**src/rtl/ipc_pkg.sv**
```systemverilog
package ipc_pkg;
  typedef enum logic {
    DR_IDLE = 1'b0,
    DR_RUN  = 1'b1
  } drain_st_e;
endpackage

```
**src/rtl/ipc_drain_ctl.sv**
```systemverilog
module ipc_drain_ctl #(
  parameter int DELAY = 200
) (
  input  logic clk,
  input  logic rst_n,
  input  logic vec_end,
  input  logic armed,
  input  logic final_mark,
  output logic done_now,
  output logic done_pulse
);
  import ipc_pkg::*;
  localparam int CW = $clog2(DELAY + 1);

  drain_st_e      st_q, st_d;
  logic [CW-1:0]  cnt_q, cnt_d;

  always_comb begin
    st_d     = st_q;
    cnt_d    = cnt_q;
    done_now = 1'b0;
    if (vec_end && armed) begin
      if (st_q == DR_RUN) begin
        if (cnt_q == CW'(1)) begin
          done_now = 1'b1;
          st_d     = DR_IDLE;
          cnt_d    = '0;
        end else begin
          cnt_d = cnt_q - CW'(1);
        end
      end else if (final_mark) begin
        st_d  = DR_RUN;
        cnt_d = CW'(DELAY);
      end
    end
  end

  always_ff @(posedge clk or negedge rst_n) begin
    if (!rst_n) begin
      st_q       <= DR_IDLE;
      cnt_q      <= '0;
      done_pulse <= 1'b0;
    end else begin
      st_q       <= st_d;
      cnt_q      <= cnt_d;
      done_pulse <= done_now;
    end
  end

  AST_CNT_RANGE: assert property (@(posedge clk) disable iff (!rst_n)
    cnt_q <= CW'(DELAY));
  AST_DONE_SINGLE: assert property (@(posedge clk) disable iff (!rst_n)
    done_pulse |=> !done_pulse);
endmodule

```
**config.mk**
```make
export PLATFORM = sky130hd
export DESIGN_NAME = ipc_drain_ctl
export DESIGN_NICKNAME = d
export VERILOG_FILES = /design/src/rtl/ipc_pkg.sv /design/src/rtl/ipc_drain_ctl.sv
export SDC_FILE = /design/constraint.sdc
export NUM_CORES = 1
export LEC_CHECK = 0
export BUFFER_PORTS_ARGS = -buffer_cell sky130_fd_sc_hd__buf_2
export CAP_MARGIN = 20
export CORE_AREA = 2 2 39 41
export CTS_CLUSTER_DIAMETER = 100
export DETAILED_ROUTE_END_ITERATION = 10
export DIE_AREA = 0 0 41 43
export HOLD_SLACK_MARGIN = 0.1
export PLACE_DENSITY = 0.68
export SLEW_MARGIN = 20
export SYNTH_ARGS = -nofsm -noshare
export SYNTH_HDL_FRONTEND = slang
export SYNTH_SLANG_ARGS = --single-unit
```
**constraint.sdc**
```tcl
create_clock -name clk -period 3.3 [get_ports clk]
set_clock_uncertainty 0.15 [all_clocks]
set_input_delay 0.66 -clock clk [delete_from_list [all_inputs] [get_ports clk]]
set_output_delay 0.66 -clock clk [all_outputs]
set_load 0.005 [all_outputs]
```
* Word level (Yosys, flattened, before mapping) *
Cells that the tools add are included.
W data, S select, Z words.

operators by class
  reductions and logical operators = 3
  eq/ne operators = 1
  multiplexer cells = 9
  $add $sub $neg = 1

operators by type and width
  kind                   count
  $mux W8                3
  $eq A8 B1 Y1 const B   1
  $sub A8 B1 Y8 const B  1
  $mux W1                6
  $reduce_and A2 Y1      1
  $reduce_bool A2 Y1     1
  $logic_and A1 B1 Y1    1

storage, ports and cells
  output and inout port bits = 2
  input port bits = 5
  flip-flop bits (word level) = 10
  logic and storage cells = 17

* Logic depth before layout (Yosys ltp) *
Gate-level depths: netlist of the first run.

  word-level depth = 4
  mapped depth = 6
  gate-level depth less buffers = 6

* Worst setup path after synthesis of the first run *
No wires, ideal clock.

  path type = register to output
  start = register cnt_q[3]
  end = output done_now
  stages on the path, launching flop included = 4
  setup slack = 1.006 ns
  arrival = 1.484 ns
  path buffers = 0
  required time = 2.490 ns
  path through = dfrtp_1 or4_4 or3_4 nor2_4

between the ends
  cells in the longest elaborated chain, start to end = 4

ends and longest elaborated chain
  what                    RTL line             source
  start, declared         ipc_drain_ctl.sv:16  logic [CW-1:0] cnt_q, cnt_d;
  start signal, assigned  ipc_drain_ctl.sv:45  cnt_q <= cnt_d;
  $eq A8 B1 Y1            ipc_drain_ctl.sv:24  if (cnt_q == CW'(1)) begin
  $mux W1                 ipc_drain_ctl.sv:24
  $mux W1                 ipc_drain_ctl.sv:23  if (st_q == DR_RUN) begin
  $mux W1                 ipc_drain_ctl.sv:22  if (vec_end && armed) begin
  end, declared           ipc_drain_ctl.sv:9   output logic done_now,

Every way passes these cells.

* Worst setup path in the final report of the first run *
Ends and elaborated chain as after synthesis.

==> results of run 1 <==
[registers in the layout, summed over array words and instances, names as in the netlist]
register and count:
done_pulse 1, cnt_q 8, st_q 1
[cells by family (layout without fill, tap and decap cells)]
group / count (synthesis) / count (layout) / share of synthesized area, %
fa+ha+maj: 2 / 2 / 4.454
buf+inv: 5 / 14 / 3.339
compound gates: 13 / 13 / 14.25
flops: 10 / 10 / 44.54
simple gates: 28 / 28 / 29.84
mux: 2 / 2 / 3.564
[stage by stage]
stage	utilization (%)	worst slack, ns
finish	46.29	0.5354
global route	46.29	0.4896
CTS	45.57	0.5463
detailed placement	43.94	0.8366
global placement	43.94	0.8676
floorplan	-	1.006
[worst register-to-register path: cells and delay by family, from the launching register on]
family	cells	cell delay (ns)
compound gates	1	0.06
flops	1	0.44
simple gates	3	1.11
[synth_stat cells (all sizes together)]
library cell / instances / area, sq um
ha: 2 / 25.02
or4: 1 / 11.26
o211ai: 1 / 7.510
nand2b: 2 / 12.51
a21oi: 3 / 15.01
o21ai: 4 / 20.02
a31oi: 1 / 6.260
o22ai: 1 / 6.260
mux2i: 2 / 20.02
dfrtp: 10 / 250.2
clkbuf: 1 / 3.750
or3: 3 / 25.03
and3: 2 / 12.51
nand2: 5 / 21.27
inv: 4 / 15.01
nor2: 7 / 33.78
o31ai: 2 / 15.01
nor3: 5 / 25.02
nand3: 1 / 5.000
o22a: 1 / 10.01
and2b: 1 / 8.760
nor4: 1 / 12.51
[worst min-delay path by stage]
stage,depth (start not counted),end,from
global placement,2,cnt_q[1],cnt_q[1]
floorplan,0,cnt_q[0],rst_n
global route,2,cnt_q[6],cnt_q[6]
finish,2,cnt_q[1],cnt_q[1]
CTS,1,st_q,rst_n
detailed placement,2,cnt_q[1],cnt_q[1]
[layout by cell type, fill, tap and decap left out, drive strengths merged, types with 2 or more instances in the layout]
master	count
a21oi	3
and3	2
buf	6
clkbuf	3
dfrtp	10
ha	2
inv	4
mux2i	2
nand2	5
nand2b	2
nor2	7
nor3	5
o21ai	4
o31ai	2
or3	3
[power by group]
part           switching, uW  total (uW)  internal [uW]
Combinational           44.1        82.8           38.8
Clock                   43.8        86.0           42.2
Sequential              28.9         176            147
[layer usage]
metal	share of wire [%]	vias to the layer above	routed length [um]	GRT usage [%]
li1	-	234	-	-
met5	0	-	0	0
met1	49	221	570	23.18
met4	3.3	0	38	14.00
met2	42	12	491	21.25
met3	5.7	5	67	6.283
[final cells by class]
type,count,area [sq um]
Fill cell,131,743.2
Multi-Input combinational cell,45,292.8
Sequential cell,10,250.2
Timing Repair Buffer,7,40.04
Clock buffer,3,22.52
Tap cell,16,20.02
Inverter,4,15.01
[timing repair]
item / in CTS / in global routing
hold buffers: 0 / 1
setup endpoints to repair: 0 / 0
endpoints found under the hold margin: 0 / 5
==> impl_metrics.toml, run 1 <==
[run_status]
outcome = "complete, no violations"

[placed_design]
gp_congestion = 0.7934
placedCellCount = 81
place_area_sq_um = 608.1
dp_hpwl_um = 833.5
io_buffers = 6

[power]
p_total_uw = 344.3
p_per_area_mw_per_mm2 = 537.5
p_leak_uw = 0.0002801
vdd_drop_max_uv = 278.0

[clock_network]
cts_buffers = 3
htreeDepth = 1
cts_setup_buffers = 0
cts.path.max_buffers = 2
clkSlewWorstSetupHoldPaths_ns = 0.07
clkLatencyLatePin_ns = 0.27
cts-root-buf = "clkbuf_4"
clock-sinks = 10
cts.repair.resized = 0
cts_tree = "yes"

[detailed_routing]
via_count = 472
vias_per_cell = 5.553
avgRoutedWirePerCell_um = 13.74
drt-total-wl_um = 1168
drc_errors = 0
drt_iter0_drc = 27
ant_nets = 0
firstDrtPassIters = 4

[timing]
hold_viol = 0
grt_setup_unrepaired = "no"
setup_tns_ns = 0
maxSlewViolCount = 0
setup_viol_count_final = 0
fmax_ghz = 0.3617
relSlewSlack_pct = 39.58
finalCriticalPeriod_ns = 2.765
fin_hold_ws_ns = 0.3882
tightestPinTransition_ns = 0.9023
fin_crit_sh_pct = 83.78

[die]
num_rows = 14
core_region_area_sq_mm = 0.001384
dieArea_sq_mm = 0.001763
chipWidth_um = 41
die_h_um = 43
initial_core_util_pct = 40.60
ios = 7

[yosys]
synth_seq_cells = 10
syn_inst = 60
synth.yosys.seq_area_share_pct = 44.54
synthesis.area_sq_um = 561.8
synth_nets = 67
synth_cell_types = 27
ys_warn_count = 0
syn_area_per_cell_sq_um = 9.363

[critical_path]
crit_arrival_ns = 1.95
path_cells = "or4_4, or3_4, nor2_4, buf_2"
cp.depth = 4
cp_max_fo = 6
required_ns = 2.49
end_kind = "primary output"
rrSetupSlack_ns = 1.40
rr_startpoint = "cnt_q[3]"
critical_path_buf_inv_count = 1
startpoint = "cnt_q[3]"
slowest_delay_ns = 0.56
startpoint_type = "register"
critPathKind = "reg -> out"
path_delay_family = "simple AND/OR/NAND/NOR gates"
slowest_stage = "or4_4"
r2r.worst_path.cells = 4
r2r_end = "st_q"
crit_end = "done_now"

[layout]
final_area_sq_um = 640.6
fin_nets = 78
antennaDiodeCount = 0
stdcell_count = 85
synthToLayoutAreaGrowth_pct = 14.03
drive_gt1_share_pct = 24.64

[run]
drv_cap = 0

[global_routing]
track_usage_pct = 17.33
grt_max_degree = 14
grt_pass1_vias = 410
antenna_found_initial = 0
overflow = 0
grt_first_pass_wirelength_um = 1904

[hold_path]
hold_class = "reg -> reg"
(Power assumes the default switching activity.)
==> run 2, diff against run 1 <==
Settings changed: PLACE_DENSITY 0.68 to 0.7.
Clock period 3.3 ns to 2.3 ns, I/O delays scaled along.
==> impl_metrics.toml, run 2 (same netlist as run 1, synthesis figures left out) <==
[layout]
utilization_pct = 50.54
largest_register_ffs = 8
largest-register = "cnt_q"
synthToLayoutAreaGrowth_pct = 24.50
multiInputGateArea_sq_um = 292.8
fillers = 131
antennaDiodeCount = 0
reg.largest.list = "cnt_q (8), done_pulse (1), st_q (1)"
drive_gt1_share_pct = 31.58
fin_nets = 84
layout_commonest_cell = "dfrtp_1"
regArea_sq_um = 250.2
final_cell_mix = "10 x dfrtp_1, 6 x nor2_1, 6 x buf_2, 6 x buf_4, 5 x nor3_1"

[global_routing]
overflow = 0
grt_pass1_vias = 440
grt_max_degree = 14
track_usage_pct = 15.27
grt_first_pass_wirelength_um = 1780
antenna_found_initial = 0

[critical_path]
end_kind = "primary output"
required_ns = 1.69
slowest_delay_ns = 0.54
slowest_stage = "or4_4"
r2r_end = "cnt_q[3]"
r2r.worst_path.cells = 5
path_cells = "or4_4, or3_4, nor2_4, buf_2"
startpoint_type = "register"
critical_path_buf_inv_count = 1
rr_startpoint = "cnt_q[6]"
rrSetupSlack_ns = 0.44
critPathKind = "reg -> out"
path_delay_family = "simple AND/OR/NAND/NOR gates"
cp_max_fo = 2
crit_arrival_ns = 1.75

[placed_design]
dp_hpwl_um = 797.1
gp_congestion = 0.8106
io_buffers = 6

[timing]
tightestPinTransition_ns = 0.2651
setup_tns_ns = -0.06127
hold_viol = 0
fin_ws_ns = -0.06127
fmax_ghz = 0.4235
grt_setup_unrepaired = "yes"
finalCriticalPeriod_ns = 2.361
maxSlewViolCount = 0
fin_crit_sh_pct = 102.7
setup_viol_count_final = 1
relSlewSlack_pct = 82.19

[die]
initial_core_util_pct = 40.60
num_rows = 14
dieArea_sq_mm = 0.001763
core_region_area_sq_mm = 0.001384
die_h_um = 43
ios = 7
chipWidth_um = 41

[detailed_routing]
ant_nets = 0
avgRoutedWirePerCell_um = 12.20
drt_iter0_drc = 13
drc_errors = 0
via_count = 490
firstDrtPassIters = 4
vias_per_cell = 5.326
drt-total-wl_um = 1122

[run_status]
violations = "negative setup slack"
outcome = "finished, violations left"

[clock_network]
cts-root-buf = "clkbuf_4"
htreeDepth = 1
cts.path.max_buffers = 2
clkSlewWorstSetupHoldPaths_ns = 0.07
cts_tree = "yes"
clock-sinks = 10
cts_buffers = 3
cts.repair.resized = 0
clkLatencyLatePin_ns = 0.27

[power]
p_per_area_mw_per_mm2 = 799.5
vdd_drop_max_uv = 302.3
p_total_uw = 559.2
p_leak_uw = 0.0003148

[run]
drv_cap = 0

[hold_path]
hold_start = "cnt_q[1]"
hold_class = "reg -> reg"
holdPathEnd = "cnt_q[1]"
holdPathStages = 2
run 2: changes by cell type in the layout (fill, tap and decap cells not counted):
cell and delta:
buf_4 +6, clkbuf_8 +1
run 2: routing by layer:
layer	up-vias	share of wire (%)	track usage, %
li1	246	-	-
met1	222	47	18.09
met2	17	43	22.50
met3	5	5.6	3.141
met4	0	4.2	12.00
met5	-	0	0
run 2: repair_timing:
item,4_1_cts,5_1_grt
hold buffers,1,0
setup endpoints to repair,1,1
buffers inserted,3,0
endpoints found under the hold margin,10,0
pin swaps,3,0
run 2: worst max path at each step:
stage | start | endpoint | slack (ns) | depth (start not counted)
global placement | cnt_q[4] | done_now | 0.16 | 4
floorplan | cnt_q[3] | done_now | 0.21 | 3
CTS | cnt_q[6] | done_now | -0.07 | 4
finish | cnt_q[6] | done_now | -0.06 | 4
detailed placement | cnt_q[4] | done_now | 0.15 | 4
global route | cnt_q[6] | done_now | -0.11 | 4
run 2: area by class of cell:
cell class | count | share of cell area (%)
Clock buffer | 4 | 5.188
Inverter | 4 | 2.147
Multi-Input combinational cell | 45 | 41.86
Sequential cell | 10 | 35.78
Tap cell | 16 | 2.862
Timing Repair Buffer | 13 | 12.16
run 2: worst register-to-register path: stages, from the launching register on:
cell	delay [ns]
dfrtp_1	0.38
or4_4	0.54
buf_4	0.15
nor3_1	0.25
a21oi_1	0.07
o22a_2	0.22
run 2: power by group:
part | total (uW) | switching (uW) | internal [uW]
Sequential | 245 | 34.4 | 210
Combinational | 152 | 76.2 | 75.9
Clock | 162 | 66.2 | 96.3
run 2: metrics by stage:
stage / worst slack [ns] / instance area, sq um / std cells / hold slack [ns]
2_1_floorplan: 0.2058 / 561.8 / 60 / 0.01441
3_3_place_gp: 0.1588 / 630.6 / 84 / 0.1791
3_5_place_dp: 0.1497 / 630.6 / 84 / 0.1810
4_1_cts: -0.06798 / 699.4 / 92 / 0.3998
5_1_grt: -0.1081 / 699.4 / 92 / 0.4386
6_report: -0.06127 / 699.4 / 92 / 0.3940
